<file path="src/rtl/irq_trig_pkg.sv">
// Shared types for the interrupt request conditioner.
// Assumes a fixed assignment of trigger rules to line indices.
package irq_trig_pkg;

    typedef enum logic [1:0] {
        TRIG_LEVEL  = 2'd0,
        TRIG_RISE   = 2'd1,
        TRIG_SELECT = 2'd2
    } trig_mode_e;

    localparam int unsigned NUM_LINES = 3;

    // Trigger rule of each line index
    function automatic trig_mode_e line_mode(input int unsigned idx);
        case (idx)
            0:       return TRIG_LEVEL;
            1:       return TRIG_RISE;
            default: return TRIG_SELECT;
        endcase
    endfunction

endpackage

</file>
<file path="src/rtl/irq_sync.sv">
// Multi-stage flop synchroniser for a vector of asynchronous pins.
// Assumes each bit is independent; no bus coherency across bits.
module irq_sync #(
    parameter int unsigned WIDTH  = 3,
    parameter int unsigned STAGES = 2
) (
    input  logic             clk,
    input  logic             rst_n,
    input  logic [WIDTH-1:0] din,
    output logic [WIDTH-1:0] dout
);

    logic [WIDTH-1:0] stage_q [STAGES];

    // Shift the pins through the synchroniser chain
    always_ff @(posedge clk) begin
        if (!rst_n) begin
            for (int i = 0; i < STAGES; i++) stage_q[i] <= '0;
        end else begin
            stage_q[0] <= din;
            for (int i = 1; i < STAGES; i++) stage_q[i] <= stage_q[i-1];
        end
    end

    assign dout = stage_q[STAGES-1];

endmodule

</file>
<file path="src/rtl/irq_pol_ctrl.sv">
// Holds the line 2 edge polarity bit and flags a polarity change.
// Assumes the write strobe is one clock wide per write.
module irq_pol_ctrl (
    input  logic clk,
    input  logic rst_n,
    input  logic wr,
    input  logic d,
    output logic pol_q,
    output logic mask_q
);

    // Load the polarity bit; reset selects falling edges
    always_ff @(posedge clk) begin
        if (!rst_n)  pol_q <= 1'b0;
        else if (wr) pol_q <= d;
    end

    // Mask edge detection for one clock after a real change of polarity
    always_ff @(posedge clk) begin
        if (!rst_n) mask_q <= 1'b0;
        else        mask_q <= wr && (d != pol_q);
    end

endmodule

</file>
<file path="src/rtl/irq_line_detect.sv">
// Trigger logic for one request line, variant chosen by MODE.
// Level mode: pending follows the synchronised sample gated by enable.
// Edge modes: the sample is made active-high via pol, compared with
// the stored previous value, and an accepted edge sets a sticky flag.
// Assumes smp is already synchronised; the previous-sample reset value
// matches a low pin with the polarity bit at its reset value.
module irq_line_detect
    import irq_trig_pkg::*;
#(
    parameter trig_mode_e MODE = TRIG_RISE
) (
    input  logic clk,
    input  logic rst_n,
    input  logic smp,
    input  logic pol,
    input  logic mask,
    input  logic en,
    input  logic ack,
    output logic pend,
    output logic set_o
);

    localparam logic PREV_RST = (MODE == TRIG_SELECT) ? 1'b1 : 1'b0;

    if (MODE == TRIG_LEVEL) begin : g_level
        logic unused_in;
        assign unused_in = ^{pol, mask, ack};
        assign pend  = smp & en;
        assign set_o = 1'b0;
    end else begin : g_edge
        logic adj;
        logic prev_q;
        logic pend_q;

        assign adj   = smp ^ ~pol;
        assign set_o = adj & ~prev_q & ~mask & en;
        assign pend  = pend_q;

        // Remember the polarity-adjusted sample of the previous clock
        always_ff @(posedge clk) begin
            if (!rst_n) prev_q <= PREV_RST;
            else        prev_q <= adj;
        end

        // Sticky pending flag; a new edge wins over an acknowledge
        always_ff @(posedge clk) begin
            if (!rst_n)     pend_q <= 1'b0;
            else if (set_o) pend_q <= 1'b1;
            else if (ack)   pend_q <= 1'b0;
        end
    end

endmodule

</file>
<file path="src/rtl/irq_trigger_unit.sv">
// Top of the interrupt request conditioner: synchronises three request
// pins and applies a level, rising-edge or selectable-edge rule per line.
// Assumes acknowledges come from the core in the same clock domain.
module irq_trigger_unit
    import irq_trig_pkg::*;
#(
    parameter int unsigned SYNC_STAGES = 2
) (
    input  logic                 clk,
    input  logic                 rst_n,
    input  logic                 irq_lvl_i,
    input  logic                 irq_rise_i,
    input  logic                 irq_sel_i,
    input  logic                 int_en_i,
    input  logic                 pol_wr_i,
    input  logic                 pol_d_i,
    input  logic [NUM_LINES-1:0] ack_i,
    output logic [NUM_LINES-1:0] pend_o
);

    logic [NUM_LINES-1:0] req_vec;
    logic [NUM_LINES-1:0] sync_vec;
    logic [NUM_LINES-1:0] set_vec;
    logic                 pol_q;
    logic                 sup_q;

    assign req_vec = {irq_sel_i, irq_rise_i, irq_lvl_i};

    irq_sync #(
        .WIDTH  (NUM_LINES),
        .STAGES (SYNC_STAGES)
    ) u_sync (
        .clk   (clk),
        .rst_n (rst_n),
        .din   (req_vec),
        .dout  (sync_vec)
    );

    irq_pol_ctrl u_pol (
        .clk    (clk),
        .rst_n  (rst_n),
        .wr     (pol_wr_i),
        .d      (pol_d_i),
        .pol_q  (pol_q),
        .mask_q (sup_q)
    );

    for (genvar g = 0; g < NUM_LINES; g++) begin : g_line
        localparam trig_mode_e M = line_mode(g);
        logic pol_l;
        logic mask_l;

        if (M == TRIG_SELECT) begin : g_sel
            assign pol_l  = pol_q;
            assign mask_l = sup_q;
        end else begin : g_fix
            assign pol_l  = 1'b1;
            assign mask_l = 1'b0;
        end

        irq_line_detect #(
            .MODE (M)
        ) u_det (
            .clk   (clk),
            .rst_n (rst_n),
            .smp   (sync_vec[g]),
            .pol   (pol_l),
            .mask  (mask_l),
            .en    (int_en_i),
            .ack   (ack_i[g]),
            .pend  (pend_o[g]),
            .set_o (set_vec[g])
        );
    end

endmodule

</file>
<file path="config.mk">
export PLATFORM = sky130hd
export DESIGN_NAME = irq_trigger_unit
export DESIGN_NICKNAME = d
export VERILOG_FILES = /design/src/rtl/irq_trig_pkg.sv /design/src/rtl/irq_sync.sv /design/src/rtl/irq_pol_ctrl.sv /design/src/rtl/irq_line_detect.sv /design/src/rtl/irq_trigger_unit.sv
export SDC_FILE = /design/constraint.sdc
export NUM_CORES = 1
export LEC_CHECK = 0
export BUFFER_PORTS_ARGS = -buffer_cell sky130_fd_sc_hd__buf_2
export CAP_MARGIN = 30
export CORE_AREA = 2 2 39 41
export DETAILED_ROUTE_END_ITERATION = 10
export DIE_AREA = 0 0 41 43
export PLACE_DENSITY = 0.53
export SETUP_SLACK_MARGIN = 0.4
export SLEW_MARGIN = 20
export SYNTH_ARGS = -nofsm -noshare
export SYNTH_HDL_FRONTEND = slang
export SYNTH_SLANG_ARGS = --single-unit
</file>
<file path="constraint.sdc">
create_clock -name clk -period 2.2 [get_ports clk]
set_input_delay 0.44 -clock clk [delete_from_list [all_inputs] [get_ports clk]]
set_output_delay 0.44 -clock clk [all_outputs]
set_load 0.005 [all_outputs]
</file>
==> results.tsv <==
metric	value	unit
grt_max_degree	14	
power_density	854.5	mW/mm^2
crit_required	1.76	ns
synth_most_common_cell	dfxtp_1	
clk_pin_slew_worst_paths	0.07	ns
ant_nets	0	
max-cap-violations	0	
synth_top_family_by_area	simple AND/OR/NAND/NOR gates	
row_count	14	
yosysWarnings	0	
cpLargestDelayFamily	flip-flops	
synthDistinctLibCells	13	
ir_drop	0.0005427	V
period_minus_slack	1.267	ns
p_total	0.4212	mW
cpPeakStageDelay	0.30	ns
async_reset_ff_frac	0	
fin_setup_tns	0	ns
fp.dieW	41	microns
grt_remaining_overflow	0	
crit_chain	and2_1 -> buf_2	
synth_compound_area_frac	0.03385	
numCtsBuffers	3	
wl	500	microns
layout-drive-gt1-share	0.3333	
antenna_found_initial	0	
post_cts_buffers	0	
hold_ws	0.3484	ns
synth_edf_count	0	
drtIter0Drc	1	
worst-path-buf-inv	1	
rsz0062_at_grt	no	
hold_path_class	in -> reg	
clock_sinks	12	
synth_common_cells	12 x dfxtp_1, 8 x and2_1, 4 x buf_4, 2 x nand2_1, 2 x xor2_1	
avgSynthCellArea	11.30	sq um
start_kind	register	
clk_latency	0.27	ns
worstSetupPathType	reg -> out	
timing.final.ws_setup	0.9334	ns
skew	0.005084	ns
gp_congestion	0.6193	
slowest_stage	dfxtp_1	
yosys-top-cells-area	dfxtp_1 59%, and2_1 12%, buf_4 7.4%	
startpoint	u_sync.stage_q[0][3]	
die_h	43	microns
synth_mux_area_frac	0.02462	
cts_hold_buf	0	
fmax	789.5	MHz
arrival	0.83	ns
synth-xor-area-share	0.04308	
r2r_start	u_pol.pol_q	
dp_slack	0.9627	ns
status	completed	
synth-seq-cells	12	
synth_area	406.6	sq um
first_global_vias	179	
routedWlPerCell	7.813	microns
grt_usage	0.07280	
setup_viol	0	
core_area	0.001384	sq mm
synth_nets	47	
critical_path.endpoint_type	output pin	
synthFlopType	dfxtp_1	
grt_pass1_wl	752	microns
ctsResizeCount	0	
p_leak	0.2295	nW
htreeDepth	1	
vias_per_cell	3.906	
synth_top_area_share	0.5908	
antennaDiodeCount	0	
fin_crit_sh	0.5757	
stdcell_area	493.0	sq um
synthToLayoutAreaGrowth	21.23	%
drc	0	
cts_tree	done	
hold_violations	0	
dieArea	0.001763	sq mm
clockRootBuffer	clkbuf_4	
tightest_slew	0.1842	ns
clockBufferDepth	2	
final_nets	60	
hold_start	ack_i[2]	
synth_cells	36	
initial_core_util	0.2939	
dr_total_vias	250	
ys_seq_area_frac	0.5908	
firstDrtPassIters	2	
fill_cells	143	
postPlaceCellArea	456.7	sq um
ios	14	
numPortBuffers	12	
synth_fa_ha_area_frac	0	
maxSlewHeadroom	0.8772	
synth-simple-area-share	0.2338	
synth_top_area_cell	dfxtp_1	
cp_max_fo	1	
report.final.slew_viol_count	0	
[worst paths after layout]
path / depth (start not counted) / endpoint / slack (ns)
max: 2 / pend_o[0] / 0.93
min reg2reg: 1 / u_sync.stage_q[0][4] / 0.43
min: 2 / g_line[2].u_det.pend / 0.35
max reg2reg: 2 / g_line[2].u_det.pend / 1.41
[report_power, final]
group | total, mW | internal [mW] | switching [mW]
Sequential | 0.230 | 0.227 | 0.00302
Clock | 0.167 | 0.100 | 0.0668
Combinational | 0.0241 | 0.0148 | 0.00933
Total | 0.421 | 0.342 | 0.0792
[per-stage QoR]
| step | util | cells |
|---|---|---|
| global placement | 0.3300 | 60 |
| CTS | 0.3562 | 64 |
| floorplan | - | 36 |
| global route | 0.3562 | 64 |
| finish | 0.3562 | 64 |
| detailed placement | 0.3300 | 60 |
[final cells by class]
type	count	area, sq um	area share
Tap cell	16	20.02	0.04061
Multi-Input combinational cell	20	136.4	0.2767
Timing Repair Buffer	12	60.06	0.1218
Sequential cell	12	240.2	0.4873
Clock buffer	4	36.28	0.07360
[sequential cells by signal, summed over array words and instances (netlist names)]
register and flops:
u_pol.mask_q 1, u_pol.pol_q 1, u_sync.stage_q 6, g_line.u_det.g_edge.prev_q 2, g_line.u_det.pend 2
[logic make-up after synthesis]
family,Yosys count
XOR/XNOR,2
flip-flops,12
buffers and inverters,4
multiplexers,1
AND/OR/NAND/NOR,15
AO/OA/AOI/OAI,2
[worst reg2reg max path: cells and delay by family (launching register included)]
| kind | cells | cell delay [ns] |
|---|---|---|
| AO/OA/AOI/OAI | 1 | 0.11 |
| XOR/XNOR | 1 | 0.20 |
| flip-flops | 1 | 0.38 |
[placed cells by master, fill, tap and decap left out, drive strengths merged]
cell     netlist  layout
nand2          2       2
nor2b          1       1
a21boi         1       1
nand2b         1       1
nand4bb        1       1
clkbuf         0       4
nand3b         1       1
and2           8       8
and3           1       1
o22ai          1       1
xor2           2       2
mux2i          1       1
dfxtp         12      12
buf            4      12
[per-layer routing]
| layer | share of wire | vias up | wire [microns] | GRT usage |
|---|---|---|---|---|
| met2 | 0.43 | 12 | 215 | 0.08125 |
| li1 | - | 137 | - | - |
| met5 | 0 | - | 0 | 0 |
| met1 | 0.45 | 101 | 223 | 0.08224 |
| met4 | 0 | 0 | 0 | 0.04000 |
| met3 | 0.12 | 0 | 60 | 0.07853 |
(Power assumes the default switching activity.)
